$ cat src/rtl/msgseg_pkg.sv
package msgseg_pkg;

  typedef enum logic [1:0] {
    TX_IDLE,
    TX_DEST,
    TX_SIZE,
    TX_PAY
  } tx_state_e;

  typedef enum logic [1:0] {
    RX_HDR,
    RX_SIZE,
    RX_PAY
  } rx_state_e;

  // payload words that go into the next packet, given the words still owed
  function automatic int unsigned seg_chunk(input int unsigned rem, input int unsigned cap);
    return (rem > cap) ? cap : rem;
  endfunction

  // payload capacity of one packet once the header flits are taken out
  function automatic int unsigned seg_pay_cap(input int unsigned pkt_flits,
                                              input int unsigned hdr_flits);
    return pkt_flits - hdr_flits;
  endfunction

endpackage

$ cat src/rtl/msgseg_tx.sv
module msgseg_tx
  import msgseg_pkg::*;
#(
  parameter int unsigned NODE_W  = 8,
  parameter int unsigned LEN_W   = 16,
  parameter int unsigned FLIT_W  = 16,
  parameter int unsigned PAY_MAX = 46
) (
  input  logic              clk,
  input  logic              rst_n,
  input  logic              msg_valid,
  output logic              msg_ready,
  input  logic [NODE_W-1:0] msg_dest,
  input  logic [LEN_W-1:0]  msg_len,
  input  logic              wr_valid,
  output logic              wr_ready,
  input  logic [FLIT_W-1:0] wr_data,
  output logic              tx_valid,
  input  logic              tx_ready,
  output logic [FLIT_W-1:0] tx_data,
  output logic              tx_last,
  output logic              hdr_phase,
  output logic              size_phase,
  output logic              busy
);

  tx_state_e         state_q;
  logic [NODE_W-1:0] dest_q;
  logic [LEN_W-1:0]  rem_q;
  logic [LEN_W-1:0]  pk_q;
  logic [LEN_W-1:0]  chunk;
  logic [FLIT_W-1:0] dest_flit;
  logic [FLIT_W-1:0] size_flit;
  logic              fire;
  logic              pkt_end;
  logic              msg_end;

  assign chunk = LEN_W'(seg_chunk(32'(rem_q), PAY_MAX));

  generate
    if (NODE_W >= FLIT_W) begin : g_dest_trunc
      assign dest_flit = dest_q[FLIT_W-1:0];
    end else begin : g_dest_ext
      assign dest_flit = {{(FLIT_W-NODE_W){1'b0}}, dest_q};
    end
    if (LEN_W >= FLIT_W) begin : g_size_trunc
      assign size_flit = chunk[FLIT_W-1:0];
    end else begin : g_size_ext
      assign size_flit = {{(FLIT_W-LEN_W){1'b0}}, chunk};
    end
  endgenerate

  assign msg_ready  = (state_q == TX_IDLE);
  assign busy       = (state_q != TX_IDLE);
  assign hdr_phase  = (state_q == TX_DEST);
  assign size_phase = (state_q == TX_SIZE);
  assign fire       = tx_valid && tx_ready;
  assign pkt_end    = (pk_q == LEN_W'(1));
  assign msg_end    = (rem_q == LEN_W'(1));

  always_comb begin
    tx_valid = 1'b0;
    tx_data  = '0;
    tx_last  = 1'b0;
    wr_ready = 1'b0;
    case (state_q)
      TX_DEST: begin
        tx_valid = 1'b1;
        tx_data  = dest_flit;
      end
      TX_SIZE: begin
        tx_valid = 1'b1;
        tx_data  = size_flit;
      end
      TX_PAY: begin
        tx_valid = wr_valid;
        tx_data  = wr_data;
        wr_ready = tx_ready;
        tx_last  = wr_valid && pkt_end;
      end
      default: ;
    endcase
  end

  always_ff @(posedge clk) begin
    if (!rst_n) begin
      state_q <= TX_IDLE;
      dest_q  <= '0;
      rem_q   <= '0;
      pk_q    <= '0;
    end else begin
      case (state_q)
        TX_IDLE: begin
          if (msg_valid && (msg_len != '0)) begin
            dest_q  <= msg_dest;
            rem_q   <= msg_len;
            state_q <= TX_DEST;
          end
        end
        TX_DEST: begin
          if (fire) state_q <= TX_SIZE;
        end
        TX_SIZE: begin
          if (fire) begin
            pk_q    <= chunk;
            state_q <= TX_PAY;
          end
        end
        TX_PAY: begin
          if (fire) begin
            rem_q <= rem_q - LEN_W'(1);
            pk_q  <= pk_q - LEN_W'(1);
            if (pkt_end) state_q <= msg_end ? TX_IDLE : TX_DEST;
          end
        end
        default: state_q <= TX_IDLE;
      endcase
    end
  end

endmodule

$ cat src/rtl/msgseg_rx.sv
module msgseg_rx
  import msgseg_pkg::*;
#(
  parameter int unsigned LEN_W  = 16,
  parameter int unsigned FLIT_W = 16
) (
  input  logic              clk,
  input  logic              rst_n,
  input  logic              rx_valid,
  input  logic [FLIT_W-1:0] rx_data,
  input  logic              rx_arm,
  input  logic [LEN_W-1:0]  rx_len,
  output logic              rx_word_valid,
  output logic [FLIT_W-1:0] rx_word_data,
  output logic              rx_done,
  output logic              count_hit
);

  rx_state_e        st_q;
  logic [LEN_W-1:0] pk_q;
  logic [LEN_W-1:0] exp_q;
  logic [LEN_W-1:0] got_q;
  logic             armed_q;
  logic             done_q;
  logic [LEN_W-1:0] size_in;
  logic             pay;

  generate
    if (FLIT_W >= LEN_W) begin : g_sz_trunc
      assign size_in = rx_data[LEN_W-1:0];
    end else begin : g_sz_ext
      assign size_in = {{(LEN_W-FLIT_W){1'b0}}, rx_data};
    end
  endgenerate

  assign pay           = rx_valid && (st_q == RX_PAY);
  assign rx_word_valid = pay;
  assign rx_word_data  = rx_data;
  assign count_hit     = pay && armed_q && ((got_q + LEN_W'(1)) == exp_q);
  assign rx_done       = done_q;

  // packet framing
  always_ff @(posedge clk) begin
    if (!rst_n) begin
      st_q <= RX_HDR;
      pk_q <= '0;
    end else if (rx_valid) begin
      case (st_q)
        RX_HDR:  st_q <= RX_SIZE;
        RX_SIZE: begin
          pk_q <= size_in;
          st_q <= (size_in == '0) ? RX_HDR : RX_PAY;
        end
        RX_PAY: begin
          pk_q <= pk_q - LEN_W'(1);
          if (pk_q == LEN_W'(1)) st_q <= RX_HDR;
        end
        default: st_q <= RX_HDR;
      endcase
    end
  end

  // message completion counting
  always_ff @(posedge clk) begin
    if (!rst_n) begin
      exp_q   <= '0;
      got_q   <= '0;
      armed_q <= 1'b0;
      done_q  <= 1'b0;
    end else begin
      done_q <= 1'b0;
      if (rx_arm) begin
        exp_q   <= rx_len;
        got_q   <= '0;
        armed_q <= (rx_len != '0);
        done_q  <= (rx_len == '0);
      end else if (pay && armed_q) begin
        got_q <= got_q + LEN_W'(1);
        if (count_hit) begin
          armed_q <= 1'b0;
          done_q  <= 1'b1;
        end
      end
    end
  end

endmodule

$ cat src/rtl/msg_segmenter.sv
module msg_segmenter
  import msgseg_pkg::*;
#(
  parameter int unsigned NODE_W    = 8,
  parameter int unsigned LEN_W     = 16,
  parameter int unsigned FLIT_W    = 16,
  parameter int unsigned PKT_FLITS = 48
) (
  input  logic              clk,
  input  logic              rst_n,
  input  logic              msg_valid,
  output logic              msg_ready,
  input  logic [NODE_W-1:0] msg_dest,
  input  logic [LEN_W-1:0]  msg_len,
  input  logic              wr_valid,
  output logic              wr_ready,
  input  logic [FLIT_W-1:0] wr_data,
  output logic              tx_valid,
  input  logic              tx_ready,
  output logic [FLIT_W-1:0] tx_data,
  output logic              tx_last,
  input  logic              rx_valid,
  input  logic [FLIT_W-1:0] rx_data,
  input  logic              rx_arm,
  input  logic [LEN_W-1:0]  rx_len,
  output logic              rx_word_valid,
  output logic [FLIT_W-1:0] rx_word_data,
  output logic              rx_done
);

  localparam int unsigned HDR_FLITS = 2;
  localparam int unsigned PAY_MAX   = seg_pay_cap(PKT_FLITS, HDR_FLITS);

  // internal events brought out for the checker
  logic hdr_phase;
  logic size_phase;
  logic tx_busy;
  logic count_hit;

  msgseg_tx #(
    .NODE_W (NODE_W),
    .LEN_W  (LEN_W),
    .FLIT_W (FLIT_W),
    .PAY_MAX(PAY_MAX)
  ) tx_i (
    .clk       (clk),
    .rst_n     (rst_n),
    .msg_valid (msg_valid),
    .msg_ready (msg_ready),
    .msg_dest  (msg_dest),
    .msg_len   (msg_len),
    .wr_valid  (wr_valid),
    .wr_ready  (wr_ready),
    .wr_data   (wr_data),
    .tx_valid  (tx_valid),
    .tx_ready  (tx_ready),
    .tx_data   (tx_data),
    .tx_last   (tx_last),
    .hdr_phase (hdr_phase),
    .size_phase(size_phase),
    .busy      (tx_busy)
  );

  msgseg_rx #(
    .LEN_W (LEN_W),
    .FLIT_W(FLIT_W)
  ) rx_i (
    .clk          (clk),
    .rst_n        (rst_n),
    .rx_valid     (rx_valid),
    .rx_data      (rx_data),
    .rx_arm       (rx_arm),
    .rx_len       (rx_len),
    .rx_word_valid(rx_word_valid),
    .rx_word_data (rx_word_data),
    .rx_done      (rx_done),
    .count_hit    (count_hit)
  );

endmodule

$ cat config.mk
export PLATFORM = sky130hd
export DESIGN_NAME = msg_segmenter
export DESIGN_NICKNAME = d
export VERILOG_FILES = /design/src/rtl/msgseg_pkg.sv /design/src/rtl/msgseg_tx.sv /design/src/rtl/msgseg_rx.sv /design/src/rtl/msg_segmenter.sv
export SDC_FILE = /design/constraint.sdc
export NUM_CORES = 1
export LEC_CHECK = 0
export BUFFER_PORTS_ARGS = -buffer_cell sky130_fd_sc_hd__buf_2
export CORE_MARGIN = 8
export CORE_UTILIZATION = 40
export CTS_BUF_LIST = sky130_fd_sc_hd__clkbuf_16
export DETAILED_ROUTE_END_ITERATION = 10
export PLACE_DENSITY_LB_ADDON = 0.12
export SYNTH_ARGS = -nofsm -noshare
export SYNTH_HDL_FRONTEND = slang
export SYNTH_SLANG_ARGS = --single-unit
$ cat constraint.sdc
create_clock -name clk -period 6.79 [get_ports clk]
set_clock_uncertainty 0.15 [all_clocks]
set_input_delay 0.3395 -clock clk [delete_from_list [all_inputs] [get_ports clk]]
set_output_delay 0.3395 -clock clk [all_outputs]
set_load 0.05 [all_outputs]
==> results of run 1 <==
[per-layer routing]
metal  vias to the layer above  wire (µm)
li1                       2885          -
met1                      2722       7840
met2                       183       7640
met3                        20        911
met4                         0        263
met5                         -          0
[worst register-to-register path: cells and delay by family, from the launching register on]
kind | cells | cell delay [ns]
DFF | 1 | 0.33
adders and majority gates | 1 | 0.81
and+or+nand+nor | 4 | 1.36
buffers and inverters | 1 | 0.09
AOI/OAI and AO/OA | 2 | 0.33
[where the power goes]
group / switching (µW) / internal [µW]
combinational: 514 / 260
sequential: 68.3 / 617
clock: 227 / 361
[area by class of cell]
type | count | area (µm²) | area share [%]
inverter | 29 | 109 | 1.60
clock buffer | 9 | 225 | 3.31
clock inverter | 7 | 121 | 1.78
multi-input combinational | 586 | 3640 | 53.4
tap | 184 | 230 | 3.38
sequential | 94 | 1880 | 27.6
timing repair buffer | 119 | 603 | 8.86
[final timing paths]
kind / start / to / slack [ns] / depth (start not counted)
setup / recovery: tx_i.state_q[1] / tx_data[11] / 3.57 / 5
hold / removal: msg_dest[3] / tx_i.dest_q[3] / 0.08 / 3
setup reg to reg: rx_i.st_q[0] / rx_i.armed_q / 3.63 / 8
hold reg to reg: tx_i.pk_q[5] / tx_i.pk_q[5] / 0.33 / 2
[state kept, by name, summed over array words and instances, names as in the netlist, 2 cells and up]
register / cells
rx_i.exp_q: 16
rx_i.got_q: 16
rx_i.pk_q: 16
tx_i.pk_q: 16
tx_i.rem_q: 16
tx_i.dest_q: 8
rx_i.st_q: 2
tx_i.state_q: 2
[stage by stage]
step | power (µW) | instance area, µm² | hold slack [ns]
floorplan | 1270 | 5940 | 0.298
finish | 2050 | 6810 | 0.0794
CTS | 2060 | 6810 | 0.0660
global placement | 1450 | 6460 | 0.314
detailed placement | 1460 | 6460 | 0.324
global route | 2180 | 6810 | 0.0752
[cell usage after synthesis (11+ instances only)]
cell type | n | area share [%]
sky130_fd_sc_hd__buf_4 | 17 | 2.1
sky130_fd_sc_hd__inv_1 | 28 | 1.8
sky130_fd_sc_hd__nand2_1 | 64 | 4.0
sky130_fd_sc_hd__nand3_1 | 23 | 1.9
sky130_fd_sc_hd__o21ai_0 | 46 | 3.9
sky130_fd_sc_hd__a21oi_1 | 47 | 4.0
sky130_fd_sc_hd__ha_1 | 15 | 3.2
sky130_fd_sc_hd__nor2_1 | 108 | 6.8
sky130_fd_sc_hd__dfxtp_1 | 94 | 32
sky130_fd_sc_hd__nand2b_1 | 11 | 1.2
sky130_fd_sc_hd__nor4_1 | 17 | 1.8
sky130_fd_sc_hd__mux2i_1 | 29 | 4.9
sky130_fd_sc_hd__xor2_1 | 15 | 2.2
sky130_fd_sc_hd__and2_1 | 14 | 1.5
sky130_fd_sc_hd__nand4_1 | 12 | 1.3
sky130_fd_sc_hd__xnor2_1 | 15 | 2.2
sky130_fd_sc_hd__clkbuf_1 | 30 | 1.9
sky130_fd_sc_hd__nor3_1 | 21 | 1.8
[cell families after synthesis]
group           synth area share (%)
mux                             5.64
flops                           31.7
compound gates                  20.6
simple gates                    27.4
fa+ha+maj                       3.16
buf+inv                         7.18
xor+xnor                        4.42
==> flow_results.org, run 1 <==
** CTS
- The tree is rooted in a sky130_fd_sc_hd__clkbuf_16.
- Clock latency on the worst-skew pair, taken at its later pin, is between 0.3 and 0.4 ns.
- Number of post-CTS setup repair buffers :: 0
- Number of hold buffers added after CTS :: 0
- Worst-case clock buffer depth :: 2
- Clock tree from TritonCTS :: yes
- In this run, post-CTS repair resized a total of 0 instances.
- Clock Pin Slew Worst Setup and Hold Paths :: approximately 0.07 ns
- H-tree depth :: 3
- Cts bufs inserted :: 9
- For this design, the sink count on the clock tree is between 90 and 100.

** Global route
- Largest net degree at the start of global routing :: 50
- Fraction of met2 tracks used by global routing :: between 20% and 30%
- Via count of the first global-routing pass :: approximately 5500
- GR Layer Usage met3 :: around 2.8%
- The layer flagged by global routing as most heavily used is met2.
- The initial antenna violation count came to 0.
- Summed over all layers, the global routing overflow is 0.
- Total routing usage reported by global routing :: between 10% and 20%
- Global routing consumed, on the met1 layer, 23.4% of the routing resources.
- Wire length of the first global-routing pass :: 27.0 mm

** Critical path
- For this run, the slowest stage of the critical path takes around 0.56 ns.
- CP Cell Sequence :: ha_2, buf_4, nor2b_1, and2_1, buf_2
- The worst setup path is captured at an output port.
- Along the worst path, the maximum fanout reaches between 40 and 50.
- WP data required :: ~6.3 ns
- STA classifies the critical path startpoint as a flop.
- Critical Path Slowest Stage Cell :: sky130_fd_sc_hd__ha_2
- Counting both buffers and inverters, the worst setup path holds a total of 2.
- Cell type group with the largest total delay on the critical path :: buffers and inverters
- Data on the critical path arrives at its endpoint at 2.73 ns.
- The setup path with the least slack is of type flop to output port.

** Cells and area
- # fillers :: 1457
- Leaving out fill and tap cells, the most frequent cell in the layout is sky130_fd_sc_hd__buf_2.
- For this run, the number of standard cells in the final layout without fillers is between 1000 and 1500.
- Most used cells in the layout excluding fill and tap cells :: sky130_fd_sc_hd__buf_2, sky130_fd_sc_hd__nor2_1, sky130_fd_sc_hd__dfxtp_1
- Antenna diode instance count :: 0
- Final #Nets :: a little over 900
- The area growth from synthesis to layout is 14.6%.
- Cells with a size suffix above 1 make up approximately a fifth of the layout.
- Post-Route Utilization :: between 40% and 50%

** Worst hold path
- Path category of the worst min-delay check :: input pin to flop

** Detailed routing
- DRC viols :: 0
- The first detailed-routing pass took 6 iterations.
- Vias per cell :: between 5 and 6
- For this block, the initial DRC count from the detailed router was 378.
- Dividing the detail-routed wire length by the instance count gives about 16 µm.
- Post-DRT Antenna Nets :: 0
- For this block, the routed nets add up to roughly 17 mm of wire.
- Detailed-route via count :: 5810

** Floorplanning
- The floorplan step set the die width to 138 µm.
- Core Region :: around 15000 µm²
- Starting density of the core :: between 40% and 50%
- The floorplan step set the die height to approximately 140 µm.
- Number of placement rows :: 44
- For this design the top-level I/O count stands at about 120.
- The die covers around 19000 µm².

** STA
- The final count of hold timing violations came to 0.
- Dividing the final minimum period by the clock period gives between 40 and 50%.
- Setup TNS Final :: 0 ns
- In the post-route analysis, the smallest setup slack over all paths is 3.57 ns.
- Unrepaired setup endpoints after global routing :: false
- The smallest clock period supported by the final layout is computed as about 3.2 ns.
- Setup violations remaining at the end of the flow were counted as 0.
- The worst pin sits at a relative slew slack of around 28%.
- The number of pins exceeding their max-slew limit in the final report came to 0.
- Peak clock frequency supported by timing :: around 0.31 GHz
- For the pin with the worst max-slew slack, the measured transition is 1.08 ns.

** Logic synthesis
- After synthesis the cells add up to 5940 µm².
- Sequential cells were found to cover between 30% and 40% of the synthesized design area.
- Most common flop cell mapped by yosys :: sky130_fd_sc_hd__dfxtp_1
- Net count after synthesis :: 866
- In this run, synthesis inferred 0 flip-flops with an integrated enable.
- Synth async-reset ratio :: 0%
- The synthesized design contains between 90 and 100 register bits.
- Number of warnings issued by yosys :: 0
- Library cells used by synthesis :: 71
- Instance count of the mapped netlist :: around 770
- Mean instance size in the synthesized netlist :: about 7.7 µm²

** Run
- Max-cap violations in this run came to 0.

** Placed design
- The wire-length estimate of the detail-placed layout is between 10 and 15 mm.
- Port-buffer cells :: around 120
- OpenSTA, run right after detailed placement, puts the worst setup slack at between 3 and 4 ns.
- Placed Cells incl. Taps :: approximately 1000
- Routability-driven placement finished with a final weighted congestion of roughly 0.85.

** Power
- Leak Pwr :: about 0.0028 µW
- VDD sags by at most ~150 µV.
- Dividing total power by cell area gives a power density of about 300 nW/µm².

** Run status
- Status :: finished clean
(Power assumes the default switching activity.)
==> inputs of run 2 (changes only) <==
- clock period: 6.79 -> 3.2 ns (I/O delays scaled with it)
==> run 2 against run 1 <==
Compared with the run above: sequential share of layout area decreased by 1.1 points; sequential power increased by 110%; clock-buffer cell count unchanged; hold slack got worse by 0.060 ns; cell area increased by 4.3%; sequential cell count unchanged; via count increased by 1.4%; critical path depth increased by 2; cell count increased by 3.0%; utilization increased by 2.0 points.
==> flow_results.org, run 2 (same netlist as run 1, synthesis figures left out) <==
** STA
- Setup TNS Final :: 0 ns
- Measured against its own limit, the worst slew margin works out to 57.6%.
- Max Slew Vio Count :: 0
- Setup violations remaining at the end of the flow were counted as 0.
- The final count of hold timing violations is 0.
- On the final layout, the worst hold slack is just under 0.02 ns.
- Timing would allow up to 0.350 GHz.
- Clock period minus worst slack :: 2.86 ns
- Dividing the final minimum period by the clock period gives ~89%.
- Setup repair after global routing left no endpoint under its margin.
- Slew of the pin with the lowest slew margin :: 0.637 ns

** Floorplanning
- In this run the vertical extent of the chip is around 140 µm.
- I/O pin count :: around 120
- The die covers roughly 19000 µm².
- Core Region :: 14500 µm²
- The floorplan has 44 rows.
- The die is 138 µm wide.
- Starting density of the core :: between 40% and 50%

** Detailed routing
- For this block, the initial DRC count from the detailed router was 456.
- First-pass iteration count of the detailed router :: 5
- Using the TritonRoute via totals, the vias-per-cell ratio works out to ~5.6.
- The count of nets left with antenna violations once routing finished came out at 0.
- Detailed-route via count :: 5892
- The final layout contains routed wiring with a total length of 17.1 mm.
- DRC viols :: 0
- After detailed routing, the average wire length per cell comes to 16.2 µm.

** Cells and area
- The library cells used most frequently in the layout, excluding fill and tap cells, are sky130_fd_sc_hd__buf_2, sky130_fd_sc_hd__nor2_1, sky130_fd_sc_hd__dfxtp_1.
- After filler insertion, the fill cell instance count of the layout stands at 1371.
- The repair_antennas step left the layout with diodes totalling 0.
- Of the cells placed in the final design, the portion with a size suffix greater than 1 is between 10% and 20%.
- Final #Nets :: 966
- Most common library cell in the layout ignoring fill and taps :: sky130_fd_sc_hd__buf_2
- Area overhead of the layout relative to synthesis :: 19.4%

** Critical path
- Max FO, Critical Path :: 7
- STA classifies the critical path startpoint as a flop.
- Critical Path Slowest Stage Cell :: sky130_fd_sc_hd__nor4_2
- Traced cell by cell, the critical path runs through nor4_2, nand4b_1, nand2b_1, or2_2, a222oi_1, nor2_1, buf_2.
- The startpoint identified for the worst register-to-register timing path is rx_i.got_q[0].
- The critical path starts at tx_i.rem_q[8].
- Max stage delay on crit path :: between 0.4 and 0.5 ns
- For the worst setup path, the data required time is around 2.9 ns.
- Critical path class :: flop to output port
- The worst setup path is captured at an output port.
- Arrival time worst endpoint :: about 2.6 ns

** Run
- Max-cap violations :: 0

** Power
- Sw Pwr :: roughly 1700 µW
- Fraction of power spent switching nets :: 39.0%
- In this run, flip-flops and latches consume 33.3% of the power.
- Pwr per Cell Area :: between 600 and 700 nW/µm²
- IR analysis of the VDD net gives a maximum drop of between 400 and 500 µV.
- Cell Int Power :: between 2000 and 3000 µW
- Share of total power in combinational logic :: just under 40%
- Leak Pwr :: slightly below 0.003 µW
- Proportion of power drawn by the clock network :: around 28%

** Worst hold path
- Min-delay src :: rx_data[0]
- Path category of the worst min-delay check :: input pin to flop

** Global route
- Largest net degree at the start of global routing :: 32
- The number of global-route vias before repair came to between 5000 and 6000.
- For this run the aggregate overflow at the end of global routing stands at 0.
- The first global-routing pass estimated 27.8 mm of wire.
- Total routing usage reported by global routing :: a little under a fifth
- The initial antenna violation count is 0.

** CTS
- The tree is rooted in a sky130_fd_sc_hd__clkbuf_16.
- H-tree depth :: 3
- Clk_lat worst skew :: 0.35 ns
- Cts bufs inserted :: 9
- TritonCTS built the clock tree.
- After clock tree synthesis, the clock-pin slew on the worst setup and hold paths is about 0.06 ns.
- Clock sink count :: 94
- No sink is reached through more buffers than the 2 on the longest clock path.

** Placed design
- The count of buffers added on input and output ports is about 120.
- Routability congestion estimate :: between 0.8 and 0.9
- Post-detailed-placement half-perimeter wirelength :: ~12 mm

** Run status
- The flow ran to the end, and the final reports show no timing, DRC or antenna violations.
## run 2: power by group through the flow
stage	combinational, µW	sequential [µW]	clock (µW)
6_report	1700	1450	1210
5_1_grt	1880	1470	1280
4_1_cts	1690	1450	1250
3_5_place_dp	1660	1470	0
3_3_place_gp	1640	1470	0
2_1_floorplan	1260	1430	0
## run 2: final timing paths
kind                   to  slack (ns)  cells past startpoint
max            tx_data[2]        0.34                      7
min          rx_i.pk_q[0]        0.02                      3
min reg2reg  tx_i.pk_q[5]        0.33                      2
max reg2reg  rx_i.armed_q        0.69                      7
## run 2: area by class of cell
| type | count | area (µm²) | share of cell area (%) |
|---|---|---|---|
| Clock inverter | 5 | 101 | 1.43 |
| Sequential cell | 94 | 1880 | 26.5 |
| Inverter | 29 | 109 | 1.53 |
| Multi-Input combinational cell | 586 | 3640 | 51.2 |
| Clock buffer | 9 | 225 | 3.17 |
| Tap cell | 184 | 230 | 3.24 |
| Timing Repair Buffer | 152 | 913 | 12.9 |
## run 2: metal layers
metal / part of all wire, % / wire length [µm] / GRT usage [%]
met5: 0 / 0 / 0
met4: 0.79 / 136 / 4.12
met3: 5.2 / 886 / 4.20
met2: 47 / 8010 / 30.3
met1: 47 / 8080 / 23.0
## run 2: critical path, delay by kind of cell, from the launching register on
| kind | cells | cell delay (ns) |
|---|---|---|
| DFF | 1 | 0.37 |
| and+or+nand+nor | 5 | 1.30 |
| buffers and inverters | 1 | 0.22 |
| AOI/OAI and AO/OA | 1 | 0.31 |
## run 2: timing repair
item,in CTS,in global routing
hold endpoints to repair,25,0
hold buffers,25,0
buffers inserted,0,0
resized for setup,0,0
## run 2: stage by stage
step / std cells / setup slack [ns] / utilization, % / area, µm² / power, µW
after detailed placement: 1020 / 0.704 / 44.9 / 6520 / 3140
after global placement: 1020 / 0.745 / 44.9 / 6520 / 3110
after CTS: 1059 / 0.327 / 48.8 / 7100 / 4390
final: 1059 / 0.341 / 48.8 / 7100 / 4360
after global routing: 1059 / 0.0967 / 48.8 / 7100 / 4640
after floorplan: 772 / 0.344 / - / 5940 / 2690
